## src/rtl/tdm_tx_pkg.sv

```systemverilog
package tdm_tx_pkg;
  localparam int unsigned WORD_W = 32;
  localparam int unsigned IDX_W  = 5;

  typedef logic [IDX_W-1:0]  idx_t;
  typedef logic [WORD_W-1:0] word_t;

  // Serial bit at offset b of a slot: word left-justified, MSB first, zero tail.
  function automatic logic slot_bit(word_t w, idx_t wlm1, idx_t b);
    word_t j;
    j = w << (idx_t'(WORD_W - 1) - wlm1);
    return (b <= wlm1) ? j[idx_t'(WORD_W - 1) - b] : 1'b0;
  endfunction

  // Frame marker level for the bit at (slot, b).
  function automatic logic marker_on(idx_t slot, idx_t b, idx_t nm1, idx_t lm1, logic wide);
    logic last_bit, lead;
    last_bit = (slot == nm1) && (b == lm1);
    lead     = wide && (slot == '0) && (b < lm1);
    return last_bit || lead;
  endfunction
endpackage

```

## src/rtl/tdm_tx_fifo.sv

```systemverilog
module tdm_tx_fifo #(
  parameter int unsigned DEPTH = 16,
  parameter int unsigned W     = 32
) (
  input  logic         clk,
  input  logic         rst_n,
  input  logic         clear,
  input  logic         push_req,
  input  logic [W-1:0] wr_data,
  input  logic         pop,
  output logic [W-1:0] rd_data,
  output logic         full,
  output logic         empty,
  output logic         half_empty,
  output logic         overflow
);
  localparam int unsigned AW = (DEPTH > 1) ? $clog2(DEPTH) : 1;
  localparam int unsigned CW = $clog2(DEPTH + 1);
  localparam logic [CW-1:0] DEPTH_C = CW'(DEPTH);
  localparam logic [CW-1:0] HALF_C  = CW'(DEPTH / 2);
  localparam logic [AW-1:0] LAST_P  = AW'(DEPTH - 1);

  logic [W-1:0]  mem [DEPTH];
  logic [AW-1:0] wp, rp;
  logic [CW-1:0] cnt;
  logic          do_push, do_pop;

  assign full       = (cnt == DEPTH_C);
  assign empty      = (cnt == '0);
  assign half_empty = (cnt <= HALF_C);
  assign do_push    = push_req && !full && !clear;
  assign do_pop     = pop && !empty && !clear;
  assign rd_data    = mem[rp];

  always_ff @(posedge clk) begin
    if (do_push) mem[wp] <= wr_data;
  end

  always_ff @(posedge clk or negedge rst_n) begin
    if (!rst_n) begin
      wp <= '0; rp <= '0; cnt <= '0; overflow <= 1'b0;
    end else if (clear) begin
      wp <= '0; rp <= '0; cnt <= '0; overflow <= 1'b0;
    end else begin
      if (do_push) wp <= (wp == LAST_P) ? '0 : wp + 1'b1;
      if (do_pop)  rp <= (rp == LAST_P) ? '0 : rp + 1'b1;
      case ({do_push, do_pop})
        2'b10:   cnt <= cnt + 1'b1;
        2'b01:   cnt <= cnt - 1'b1;
        default: cnt <= cnt;
      endcase
      if (push_req && full) overflow <= 1'b1;
    end
  end
endmodule

```

## src/rtl/tdm_tx_clkgen.sv

```systemverilog
module tdm_tx_clkgen #(
  parameter int unsigned DIV_W = 8
) (
  input  logic             clk,
  input  logic             rst_n,
  input  logic             tx_en,
  input  logic             is_slave,
  input  logic [DIV_W-1:0] clk_div,
  input  logic             sck_in,
  input  logic             ws_in,
  output logic             sck_out,
  output logic             fall_ev,
  output logic             frame_sync
);
  logic [DIV_W-1:0] cnt;
  logic             sck_q, sck_d, ws_last, sync_pend;
  logic             s_rise, s_fall, m_fall, m_run, s_run;

  assign m_run  = tx_en && !is_slave;
  assign s_run  = tx_en && is_slave;
  assign s_rise = sck_in && !sck_d;
  assign s_fall = !sck_in && sck_d;
  assign m_fall = sck_q && (cnt == clk_div);

  assign fall_ev    = m_run ? m_fall : (s_run && s_fall);
  assign frame_sync = s_run && s_fall && sync_pend;
  assign sck_out    = sck_q;

  always_ff @(posedge clk or negedge rst_n) begin
    if (!rst_n) begin
      cnt <= '0; sck_q <= 1'b0; sck_d <= 1'b0;
    end else begin
      sck_d <= sck_in;
      if (!m_run) begin
        cnt <= '0; sck_q <= 1'b0;
      end else if (cnt == clk_div) begin
        cnt <= '0; sck_q <= !sck_q;
      end else begin
        cnt <= cnt + 1'b1;
      end
    end
  end

  always_ff @(posedge clk or negedge rst_n) begin
    if (!rst_n) begin
      ws_last <= 1'b0; sync_pend <= 1'b0;
    end else if (!s_run) begin
      ws_last <= 1'b0; sync_pend <= 1'b0;
    end else if (s_rise) begin
      ws_last <= ws_in;
      if (ws_in && !ws_last) sync_pend <= 1'b1;
    end else if (s_fall) begin
      sync_pend <= 1'b0;
    end
  end
endmodule

```

## src/rtl/tdm_tx_framer.sv

```systemverilog
module tdm_tx_framer
  import tdm_tx_pkg::*;
(
  input  logic  clk,
  input  logic  rst_n,
  input  logic  tx_en,
  input  logic  is_slave,
  input  logic  ws_full,
  input  idx_t  num_ch_m1,
  input  idx_t  ch_len_m1,
  input  idx_t  word_len_m1,
  input  word_t ch_mask,
  input  logic  fall_ev,
  input  logic  frame_sync,
  input  logic  fifo_empty,
  input  word_t fifo_data,
  output logic  pop,
  output logic  uflow_ev,
  output logic  ws_out,
  output logic  sdo
);
  idx_t  slot_q, bit_q, nxt_slot, nxt_bit;
  word_t cur_word;
  logic  locked, advance, load, slot_on;

  assign advance = fall_ev && (!is_slave || locked || frame_sync);

  always_comb begin
    if (frame_sync) begin
      nxt_slot = '0; nxt_bit = '0;
    end else if (bit_q == ch_len_m1) begin
      nxt_bit  = '0;
      nxt_slot = (slot_q == num_ch_m1) ? '0 : slot_q + 1'b1;
    end else begin
      nxt_bit  = bit_q + 1'b1;
      nxt_slot = slot_q;
    end
  end

  assign load     = advance && (nxt_bit == '0);
  assign slot_on  = ch_mask[nxt_slot];
  assign pop      = load && slot_on && !fifo_empty;
  assign uflow_ev = load && slot_on && fifo_empty;

  always_ff @(posedge clk or negedge rst_n) begin
    if (!rst_n) begin
      slot_q <= '0; bit_q <= '0; cur_word <= '0; locked <= 1'b0;
    end else if (!tx_en) begin
      slot_q <= num_ch_m1; bit_q <= ch_len_m1; cur_word <= '0; locked <= 1'b0;
    end else if (advance) begin
      slot_q <= nxt_slot;
      bit_q  <= nxt_bit;
      if (frame_sync) locked <= 1'b1;
      if (load) cur_word <= pop ? fifo_data : '0;
    end
  end

  assign ws_out = tx_en && !is_slave && marker_on(slot_q, bit_q, num_ch_m1, ch_len_m1, ws_full);
  assign sdo    = tx_en && (!is_slave || locked) && slot_bit(cur_word, word_len_m1, bit_q);
endmodule

```

## src/rtl/tdm_tx.sv

```systemverilog
module tdm_tx
  import tdm_tx_pkg::*;
#(
  parameter int unsigned DEPTH = 16,
  parameter int unsigned DIV_W = 8
) (
  input  logic             clk,
  input  logic             rst_n,
  input  logic             tx_en,
  input  logic             clear,
  input  logic             is_slave,
  input  logic             ws_full,
  input  logic [DIV_W-1:0] clk_div,
  input  logic [4:0]       num_ch_m1,
  input  logic [4:0]       ch_len_m1,
  input  logic [4:0]       word_len_m1,
  input  logic [31:0]      ch_mask,
  input  logic             wr_en,
  input  logic [31:0]      wr_data,
  output logic             full,
  output logic             not_full,
  output logic             half_empty,
  output logic             empty,
  output logic             overflow,
  output logic             underflow,
  input  logic             sck_in,
  input  logic             ws_in,
  output logic             sck_out,
  output logic             ws_out,
  output logic             sdo
);
  logic  fall_ev, frame_sync, pop, uflow_ev;
  word_t fifo_data;

  tdm_tx_fifo #(.DEPTH(DEPTH), .W(WORD_W)) u_fifo (
    .clk(clk), .rst_n(rst_n), .clear(clear), .push_req(wr_en), .wr_data(wr_data),
    .pop(pop), .rd_data(fifo_data), .full(full), .empty(empty),
    .half_empty(half_empty), .overflow(overflow)
  );

  tdm_tx_clkgen #(.DIV_W(DIV_W)) u_clk (
    .clk(clk), .rst_n(rst_n), .tx_en(tx_en), .is_slave(is_slave), .clk_div(clk_div),
    .sck_in(sck_in), .ws_in(ws_in), .sck_out(sck_out), .fall_ev(fall_ev),
    .frame_sync(frame_sync)
  );

  tdm_tx_framer u_frm (
    .clk(clk), .rst_n(rst_n), .tx_en(tx_en), .is_slave(is_slave), .ws_full(ws_full),
    .num_ch_m1(num_ch_m1), .ch_len_m1(ch_len_m1), .word_len_m1(word_len_m1),
    .ch_mask(ch_mask), .fall_ev(fall_ev), .frame_sync(frame_sync),
    .fifo_empty(empty), .fifo_data(fifo_data), .pop(pop), .uflow_ev(uflow_ev),
    .ws_out(ws_out), .sdo(sdo)
  );

  assign not_full = !full;

  always_ff @(posedge clk or negedge rst_n) begin
    if (!rst_n)        underflow <= 1'b0;
    else if (clear)    underflow <= 1'b0;
    else if (uflow_ev) underflow <= 1'b1;
  end
endmodule

```

## config.mk

```make
export PLATFORM = sky130hd
export DESIGN_NAME = tdm_tx
export DESIGN_NICKNAME = d
export VERILOG_FILES = /design/src/rtl/tdm_tx_pkg.sv /design/src/rtl/tdm_tx_fifo.sv /design/src/rtl/tdm_tx_clkgen.sv /design/src/rtl/tdm_tx_framer.sv /design/src/rtl/tdm_tx.sv
export SDC_FILE = /design/constraint.sdc
export NUM_CORES = 1
export LEC_CHECK = 0
export BUFFER_PORTS_ARGS = -buffer_cell sky130_fd_sc_hd__clkbuf_2
export CORE_UTILIZATION = 50
export DETAILED_ROUTE_END_ITERATION = 8
export GPL_ROUTABILITY_DRIVEN = 0
export PLACE_DENSITY = 0.67
export SLEW_MARGIN = 25
export SYNTH_ARGS = -nofsm -noshare
export SYNTH_HDL_FRONTEND = slang
export SYNTH_SLANG_ARGS = --single-unit
```

## constraint.sdc

```tcl
create_clock -name clk -period 13.7 [get_ports clk]
set_clock_uncertainty 0.2 [all_clocks]
set_input_delay 4.11 -clock clk [delete_from_list [all_inputs] [get_ports clk]]
set_output_delay 4.11 -clock clk [all_outputs]
set_load 0.05 [all_outputs]
```

==> results.txt, run 1 <==
total gr overflow: 0
RSZ-0062 raised after global routing: no
Syn Area/Cell: 16.39 um^2
post-DR vias/cell: 6.117
Layout Nets: 1775
drc violations: 0
final hold vios: 0
run status: complete, no violations
type of the worst min-delay path: register to register
Die ar.: 52200 um^2
sequential area share after synthesis: 0.6679
Achievable Freq: 85.76 MHz
vias in the first global route: 14430
Final Critical Period: 11.66 ns
setup TNS: 0 ns
P per Cell Area: 128.6 nW/um^2
Slew Limit Fails: 0
drt first pass iters: 5
Synth Instances: 1565
die span in y: 228.5 um
IO Port Bufs: 104
clock root buffer: clkbuf_16
via count: 14530
ys async rst share: 0.1203
max-cap violations: 0
post-detailed-route count of antenna-violating nets: 0
Initial DRC Count: 1400
Critical Path Fanout Max: 31
Yosys warnings: 0
Rows: 82
layout cells sized above 1: 0.2425
Worst Tran Pin Value: 0.9866 ns
Yosys cell types: 76
Clock Tree Buf Depth: 3
fin crit share: 0.8511
WL final: 58380 um
non-filler cells, final: 2376
Max H-tree Level: 2
Post-Synthesis Cell Area: 25640 um^2
Critical Path Source Type: input port
Worst Hold Slack: 0.2994 ns
Worst-path clk slew: 0.06 ns
setup bufs post-CTS: 0
Clock Sinks: 582
Setup CP Type: input port to output pin
Core Area: 50380 um^2
GRT Resource Usage Total: 0.2272
CP required: 9.39 ns
Post-synth top flop: edfxtp_1
number of I/O pins: 105
Routed WL per cell: 24.57 um
final setup vio count: 0
Num CTS Buffers: 58
element type at the critical path end: output pin
Post-CTS Resized: 0
worst-skew pair later-pin latency: 0.60 ns
cts hold-fix bufs: 0
worst path arrival time: 7.35 ns
EDFF count, synth: 512
Yosys reg bits: 582
initial core utilization: 0.5090
largest net degree at the start of global routing: 71
Leak: 9.501 nW
die width: 228.5 um
Worst slew margin: 0.3423
antenna violations before repair: 2
Peak VDD IR: 94.74 uV
post-synthesis net count: 1684
CTS tree: built
placed cell count: 2268
Final HPWL DP: 31890 um
Area Overhead vs Synth: 12.07%
first-pass GRT wire length: 89380 um
-- layout by cell type (no fill, tap or decap), types with 5 or more instances in the layout --
master      count
a31oi_1        12
inv_1          25
a211oi_1       13
bufinv_16       5
nor3_1         15
clkinv_2        8
ha_1           22
or3_1           7
mux2_2         15
buf_4          27
clkbuf_1       10
o22a_1          5
clkbuf_2      102
clkinv_1        8
o21ai_1         5
nor2b_1        15
nand3_1        21
nor2_1         77
xnor2_1        13
mux2i_1        82
xor2_1          9
o22ai_1        22
o211ai_1        8
and2_1          6
nand2b_1        9
and3_1         10
o21ai_0        54
mux4_2        139
dfrtp_1        66
clkinvlp_4      7
and2_2          9
nand2_1        88
o21a_1          7
a21oi_1        71
clkbuf_16      59
a22o_1         33
edfxtp_1      512
o221ai_1       18
-- sequential cells by signal, indices dropped and copies added (netlist names), 4 cells and up --
| register | cells |
|---|---|
| u_fifo.mem | 512 |
| u_frm.cur_word | 32 |
| u_clk.cnt | 8 |
| u_fifo.cnt | 5 |
| u_frm.bit_q | 5 |
| u_frm.slot_q | 5 |
| u_fifo.rp | 4 |
| u_fifo.wp | 4 |
-- final timing paths --
kind / slack, ns / cells past startpoint / start / end
setup / recovery: 2.04 / 11 / word_len_m1[1] / sdo
hold / removal: 0.30 / 2 / u_fifo.overflow / u_fifo.overflow
setup reg to reg: 7.51 / 18 / u_frm.bit_q[0] / u_fifo.cnt[4]
hold reg to reg: 0.30 / 2 / u_fifo.overflow / u_fifo.overflow
max in group asynchronous: 9.15 / 1 / rst_n / u_fifo.rp[1]
min in group asynchronous: 3.42 / 1 / rst_n / u_frm.bit_q[1]
-- cell usage after synthesis, drive strengths merged, types with 20 or more instances --
| master | instances | area (um^2) |
|---|---|---|
| inv | 26 | 97.59 |
| edfxtp | 512 | 15370 |
| mux2 | 20 | 240.2 |
| nand3 | 21 | 105.1 |
| clkbuf | 50 | 187.7 |
| o22ai | 22 | 137.6 |
| mux2i | 82 | 820.8 |
| buf | 50 | 265.2 |
| nand2 | 90 | 345.3 |
| dfrtp | 70 | 1752 |
| ha | 22 | 275.3 |
| a22o | 33 | 289.0 |
| nor2 | 82 | 310.3 |
| mux4 | 139 | 3131 |
| a21oi | 72 | 364.1 |
| o21ai | 59 | 295.3 |
-- cell type report --
| cell class | instances | area (um^2) |
|---|---|---|
| timing repair buffer | 131 | 732.0 |
| clock buffer | 72 | 1555 |
| inverter | 26 | 97.59 |
| fill | 3817 | 21640 |
| clock inverter | 35 | 334.1 |
| multi-input combinational | 857 | 8039 |
| tap | 672 | 840.8 |
| sequential | 582 | 17140 |
| antenna | 1 | 2.502 |
-- where the power goes --
group | switching [mW] | internal, mW | leakage [nW] | total, mW
sequential | 0.0133 | 1.94 | 5.55 | 1.96
clock | 0.661 | 0.902 | 0.906 | 1.56
combinational | 0.111 | 0.0638 | 3.04 | 0.175
total | 0.785 | 2.91 | 9.50 | 3.69
-- through the flow --
stage	setup slack, ns	utilization	total power [mW]	area [um^2]
6_report	2.040	0.5705	3.695	28740
5_1_grt	1.827	0.5705	3.806	28740
4_1_cts	2.062	0.5703	3.729	28730
3_5_place_dp	2.080	0.5328	2.168	26840
3_3_place_gp	1.957	0.5327	2.163	26840
2_1_floorplan	2.647	-	2.100	25640
-- cell families (layout without fill, tap and decap cells) --
| group | count (synthesis) | count (layout) | synth area share |
|---|---|---|---|
| buf+inv | 126 | 264 | 0.02147 |
| flops | 582 | 582 | 0.6679 |
| other cells | 0 | 1 | 0 |
| fa+ha+maj | 23 | 23 | 0.01151 |
| simple gates | 283 | 283 | 0.05162 |
| xor+xnor | 25 | 25 | 0.009856 |
| compound gates | 285 | 285 | 0.07421 |
| mux | 241 | 241 | 0.1635 |
-- worst max-delay path: stages --
cell and delay (ns):
clkbuf_2 0.54, inv_1 0.44, a211oi_1 0.30, a21oi_1 0.11
mux4_2 0.52, nor2_1 0.10, a21oi_1 0.05, mux4_2 0.48
o22a_1 0.21, o2111a_1 0.24, clkbuf_2 0.24
-- layer usage --
metal / vias up / part of all wire / GRT usage
met4: 2 / 0.022 / 0.06397
met2: 527 / 0.49 / 0.3728
met1: 7449 / 0.43 / 0.3156
li1: 6468 / - / -
met5: - / 0.00024 / 0
met3: 88 / 0.063 / 0.03668
No activity file was read; power rests on OpenSTA's default activity.
==> inputs of run 2 (changes only) <==
Settings changed: CELL_PAD_IN_SITES_DETAIL_PLACEMENT set to 1, CELL_PAD_IN_SITES_GLOBAL_PLACEMENT set to 1, PLACE_DENSITY 0.67 to not set, PLACE_DENSITY_LB_ADDON set to 0.1.
==> results.txt, run 2 (synthesis results as in run 1) <==
run status: complete, no violations
net load switching power: 0.8144 mW (+3.7%)
Post-CTS Resized: 0 (unchanged)
Crit path buffers/inverters: 3 (unchanged)
GRT Resource Usage Total: 0.2528 (+0.02566)
Slew Limit Fails: 0 (unchanged)
Largest register FFs: 512 (unchanged)
placed cell count: 2270 (+0.088%)
Achievable Freq: 85.29 MHz (-0.55%)
hold endpoint: u_fifo.overflow
Setup CP Type: input port to output pin
top register by number of flip-flops: u_fifo.mem
most frequent cells in the layout: edfxtp_1, mux4_2, clkbuf_2, nand2_1, mux2i_1
type of the worst min-delay path: register to register
cts hold-fix bufs: 0 (unchanged)
Routed WL per cell: 27.16 um (+11%)
Clock Tree Buf Depth: 3 (unchanged)
RSZ-0062 raised after global routing: no
drc violations: 0 (unchanged)
setup bufs post-CTS: 0 (unchanged)
fin crit share: 0.8558 (+0.004710)
post-DR vias/cell: 6.171 (+0.88%)
post-detailed-route count of antenna-violating nets: 0 (unchanged)
WL final: 64660 um (+11%)
dpl cell area: 26850 um^2 (about the same)
max-cap violations: 0 (unchanged)
Final HPWL DP: 35940 um (+13%)
layout cells sized above 1: 0.2434 (+0.0009040)
IO Port Bufs: 104 (unchanged)
FF-to-FF setup slack: 7.24 ns (-0.27 ns)
Post-Place Worst Slack: 1.992 ns (-0.08779 ns)
worst-skew pair later-pin latency: 0.62 ns (+0.02 ns)
Worst-path clk slew: 0.06 ns (about the same)
setup TNS: 0 ns (unchanged)
non-filler cells, final: 2381 (+0.21%)
Worst path top cell family by delay: buffers and inverters
Layout Nets: 1778 (+0.17%)
vias in the first global route: 15530 (+7.6%)
initial core utilization: 0.5090 (unchanged)
worst stage delay on the critical path: 0.56 ns (+0.02 ns)
Die ar.: 52200 um^2 (unchanged)
worst path arrival time: 7.41 ns (+0.06 ns)
CTS tree: built
P per Cell Area: 132.2 nW/um^2 (+2.8%)
final instance area: 28880 um^2 (+0.50%)
final worst-path setup slack: 1.975 ns (-0.06453 ns)
r2r endpoint: u_fifo.cnt[4]
Power Internal: 3.004 mW (+3.3%)
Largest regs: u_fifo.mem x512, u_frm.cur_word x32, u_clk.cnt x8
total gr overflow: 0 (unchanged)
critical hold path startpoint: u_fifo.overflow
Peak VDD IR: 125.5 uV (+32%)
final hold vios: 0 (unchanged)
clock root buffer: clkbuf_16
die span in y: 228.5 um (unchanged)
Final Critical Period: 11.72 ns (+0.06453 ns)
CP startpoint: word_len_m1[1]
via count: 14690 (+1.1%)
Worst slew margin: 0.3426 (+0.0003690)
Area Overhead vs Synth: 12.62%
Initial DRC Count: 1111 (-21%)
GR Util met1: 0.3431 (+0.02749)
part of the power in the clock network: 0.440 (+0.017)
largest net degree at the start of global routing: 71 (unchanged)
Rows: 82 (unchanged)
Core Area: 50380 um^2 (unchanged)
element type at the critical path end: output pin
n_diodes: 0 (-1)
number of I/O pins: 105 (unchanged)
met3 usage: 0.03942 (+0.002745)
Worst Tran Pin Value: 0.9861 ns (-0.0005547 ns)
most common cell after layout, fill and taps aside: edfxtp_1
Critical Path Source Type: input port
first-pass GRT wire length: 98170 um (+9.8%)
Leak: 9.592 nW (+0.96%)
Worst R2R Start: u_frm.bit_q[0]
Max H-tree Level: 2 (unchanged)
combinational power share: 0.047 (about the same)
Num CTS Buffers: 59 (+1.7%)
die width: 228.5 um (unchanged)
Clock Sinks: 582 (unchanged)
CP Cell Sequence: clkbuf_2 > inv_1 > a211oi_1 > a21oi_1 > mux4_2 > nor2_1 > a21oi_1 > mux4_2 > o22a_1 > o2111a_1 > clkbuf_2
Top Usage Layer GRT: met2
drt first pass iters: 6 (+1)
Worst Hold Slack: 0.3001 ns (+0.0007220 ns)
R2R depth: 18 (unchanged)
CP required: 9.39 ns (about the same)
Total Power Consumption: 3.818 mW (+3.3%)
antenna violations before repair: 1 (-1)
Final Util: 0.5733 (+0.002832)
critical path's slowest cell: clkbuf_2
switching part of the total: 0.2133 (+0.0006956)
Critical Path Fanout Max: 31 (unchanged)
sequential share of power: 0.513 (-0.017)
final setup vio count: 0 (unchanged)
routing usage on met2: 0.4221 (+0.04930)
hold depth: 2 (unchanged)
[run 2: worst min-delay path, cell delays in order, from the launching register on]
cell,delay [ns]
dfrtp_1,0.34
a21oi_1,0.04
nor2_1,0.08
[run 2: routing by layer]
metal	routed length [um]	vias up
li1	-	6464
met1	27590	7738
met2	32120	389
met3	3342	100
met4	1592	2
met5	11	-
[run 2: power by group through the flow]
stage | Clock (mW) | Sequential [mW] | Combinational (mW)
floorplan | 0 | 1.99 | 0.113
global placement | 0 | 1.99 | 0.171
detailed placement | 0 | 2.00 | 0.178
CTS | 1.71 | 1.96 | 0.179
global route | 1.77 | 1.96 | 0.197
finish | 1.68 | 1.96 | 0.179
[run 2: cell type report]
type,instances,area (um^2)
Tap cell,672,840.8
Sequential cell,582,17140
Multi-Input combinational cell,857,8036
Clock buffer,72,1555
Clock inverter,39,466.7
Fill cell,4573,21500
Timing Repair Buffer,133,747.0
Inverter,26,97.59
[run 2: worst max path at each step]
stage / endpoint / slack [ns] / cells after the start
6_report: sdo / 1.98 / 11
5_1_grt: sdo / 1.75 / 11
4_1_cts: sdo / 1.97 / 11
3_5_place_dp: sdo / 1.99 / 11
3_3_place_gp: sdo / 1.95 / 9
2_1_floorplan: sdo / 2.65 / 9
==> inputs of run 3 (changes only) <==
Settings changed: CORE_UTILIZATION 50 to 48.
Clock period 13.7 ns to 9.7 ns, I/O delays scaled along.
==> results.txt, run 3 (synthesis results as in run 1) <==
Core Area: 52660 um^2 (+4.5%)
worst path arrival time: 5.98 ns (-1.43 ns)
Rows: 84 (+2.4%)
r2r endpoint: u_fifo.cnt[4]
Routed WL per cell: 26.21 um (-3.5%)
Max H-tree Level: 2 (unchanged)
Clock Sinks: 582 (unchanged)
sequential share of power: 0.527 (+0.014)
Final HPWL DP: 36410 um (+1.3%)
Worst slew margin: 0.3959 (+0.05326)
IO Port Bufs: 104 (unchanged)
via count: 14590 (-0.69%)
FF-to-FF setup slack: 3.29 ns (-3.95 ns)
Die ar.: 54350 um^2 (+4.1%)
Largest regs: u_fifo.mem x512, u_frm.cur_word x32, u_clk.cnt x8
Layout Nets: 1781 (+0.17%)
die span in y: 233.1 um (+2.0%)
post-DR vias/cell: 6.072 (-1.6%)
Area Overhead vs Synth: 12.36%
most common cell after layout, fill and taps aside: edfxtp_1
run status: complete, no violations
Num CTS Buffers: 59 (unchanged)
GRT Resource Usage Total: 0.2371 (-0.01576)
R2R depth: 18 (unchanged)
fillers: 4860 (+6.3%)
final setup vio count: 0 (unchanged)
Post-Place Worst Slack: 0.5979 ns (-1.394 ns)
die width: 233.1 um (+2.0%)
Leak: 9.547 nW (-0.47%)
Post-CTS Resized: 0 (unchanged)
clock root buffer: clkbuf_16
final worst-path setup slack: 0.6063 ns (-1.369 ns)
final hold vios: 0 (unchanged)
most frequent cells in the layout: edfxtp_1, mux4_2, clkbuf_2, nand2_1, mux2i_1
Setup CP Type: input port to output pin
layout cells sized above 1: 0.2430 (-0.0004265)
RSZ-0062 raised after global routing: no
top register by number of flip-flops: u_fifo.mem
number of I/O pins: 105 (unchanged)
drt first pass iters: 5 (-1)
non-filler cells, final: 2403 (+0.92%)
antenna violations before repair: 4 (+3)
critical hold path startpoint: u_frm.locked
WL final: 62990 um (-2.6%)
Total Power Consumption: 5.249 mW (+37%)
setup TNS: 0 ns (unchanged)
P per Cell Area: 182.2 nW/um^2 (+38%)
drc violations: 0 (unchanged)
Achievable Freq: 110.0 MHz
Peak VDD IR: 206.8 uV (+65%)
final instance area: 28810 um^2 (-0.23%)
hold endpoint: u_frm.locked
placed cell count: 2289 (+0.84%)
Final Util: 0.5472 (-0.02610)
fin crit share: 0.9375
Critical Path Source Type: input port
Worst Tran Pin Value: 0.9062 ns (-0.07989 ns)
Slew Limit Fails: 0 (unchanged)
Critical Path Fanout Max: 31 (unchanged)
Worst R2R Start: u_frm.bit_q[0]
Worst Hold Slack: 0.3214 ns (+0.02134 ns)
post-detailed-route count of antenna-violating nets: 0 (unchanged)
combinational power share: 0.048 (about the same)
switching part of the total: 0.2185 (+0.005212)
hold depth: 1 (-1)
setup bufs post-CTS: 0 (unchanged)
vias in the first global route: 15160 (-2.4%)
CTS tree: built
Power Internal: 4.102 mW (+37%)
largest net degree at the start of global routing: 71 (unchanged)
dpl cell area: 26890 um^2 (+0.16%)
initial core utilization: 0.4870 (-0.02204)
part of the power in the clock network: 0.425 (-0.015)
element type at the critical path end: output pin
first-pass GRT wire length: 95040 um (-3.2%)
Largest register FFs: 512 (unchanged)
Final Critical Period: 9.094 ns
total gr overflow: 0 (unchanged)
Worst-path clk slew: 0.06 ns (about the same)
Clock Tree Buf Depth: 3 (unchanged)
cts hold-fix bufs: 0 (unchanged)
net load switching power: 1.147 mW (+41%)
type of the worst min-delay path: register to register
max-cap violations: 0 (unchanged)
worst-skew pair later-pin latency: 0.62 ns (about the same)
Initial DRC Count: 1107 (-0.36%)
CP required: 6.59 ns (-2.80 ns)
==> run 3: changes by cell type in the layout (fill, tap and decap cells not counted), moves of 2 or more <==
cell	previous run	this run
diode_2	0	3
clkbuf_8	3	5
clkbuf_1	10	12
bufinv_16	10	4
buf_4	29	32
==> run 3: how the worst max path moves through the flow <==
stage | startpoint | endpoint | slack (ns) | cells after the start
floorplan | word_len_m1[0] | sdo | 1.05 | 9
global placement | word_len_m1[0] | sdo | 0.68 | 11
detailed placement | word_len_m1[1] | sdo | 0.60 | 11
CTS | word_len_m1[1] | sdo | 0.58 | 11
global route | word_len_m1[1] | sdo | 0.36 | 11
finish | word_len_m1[1] | sdo | 0.61 | 11
==> run 3: layout make-up <==
class                      instances  area [um^2]  area share
clock inverter                    35        316.6     0.01099
inverter                          26        97.59    0.003387
clock buffer                      76         1590     0.05519
sequential                       582        17140      0.5948
antenna                            3        7.507   0.0002606
timing repair buffer             136        767.0     0.02662
tap                              688        860.8     0.02988
multi-input combinational        857         8036      0.2789
==> run 3: layer usage <==
metal,track usage,part of all wire
met1,0.3372,0.45
met2,0.3823,0.48
met5,0,0.00022
met3,0.03809,0.044
met4,0.06087,0.021
==> run 3: worst max-delay path: stages <==
cell and delay [ns]:
clkbuf_2 0.55, inv_1 0.27, a211oi_1 0.30, a21oi_1 0.11, mux4_2 0.48, nor2_1 0.11
a21oi_1 0.05, mux4_2 0.48, o22a_1 0.22, o2111a_1 0.25, clkbuf_2 0.24
==> run 3: power groups by stage <==
stage	Sequential [mW]	Clock, mW	Combinational (mW)
floorplan	2.81	0	0.160
global placement	2.82	0	0.243
detailed placement	2.82	0	0.253
CTS	2.76	2.27	0.254
global route	2.77	2.36	0.280
finish	2.76	2.23	0.253
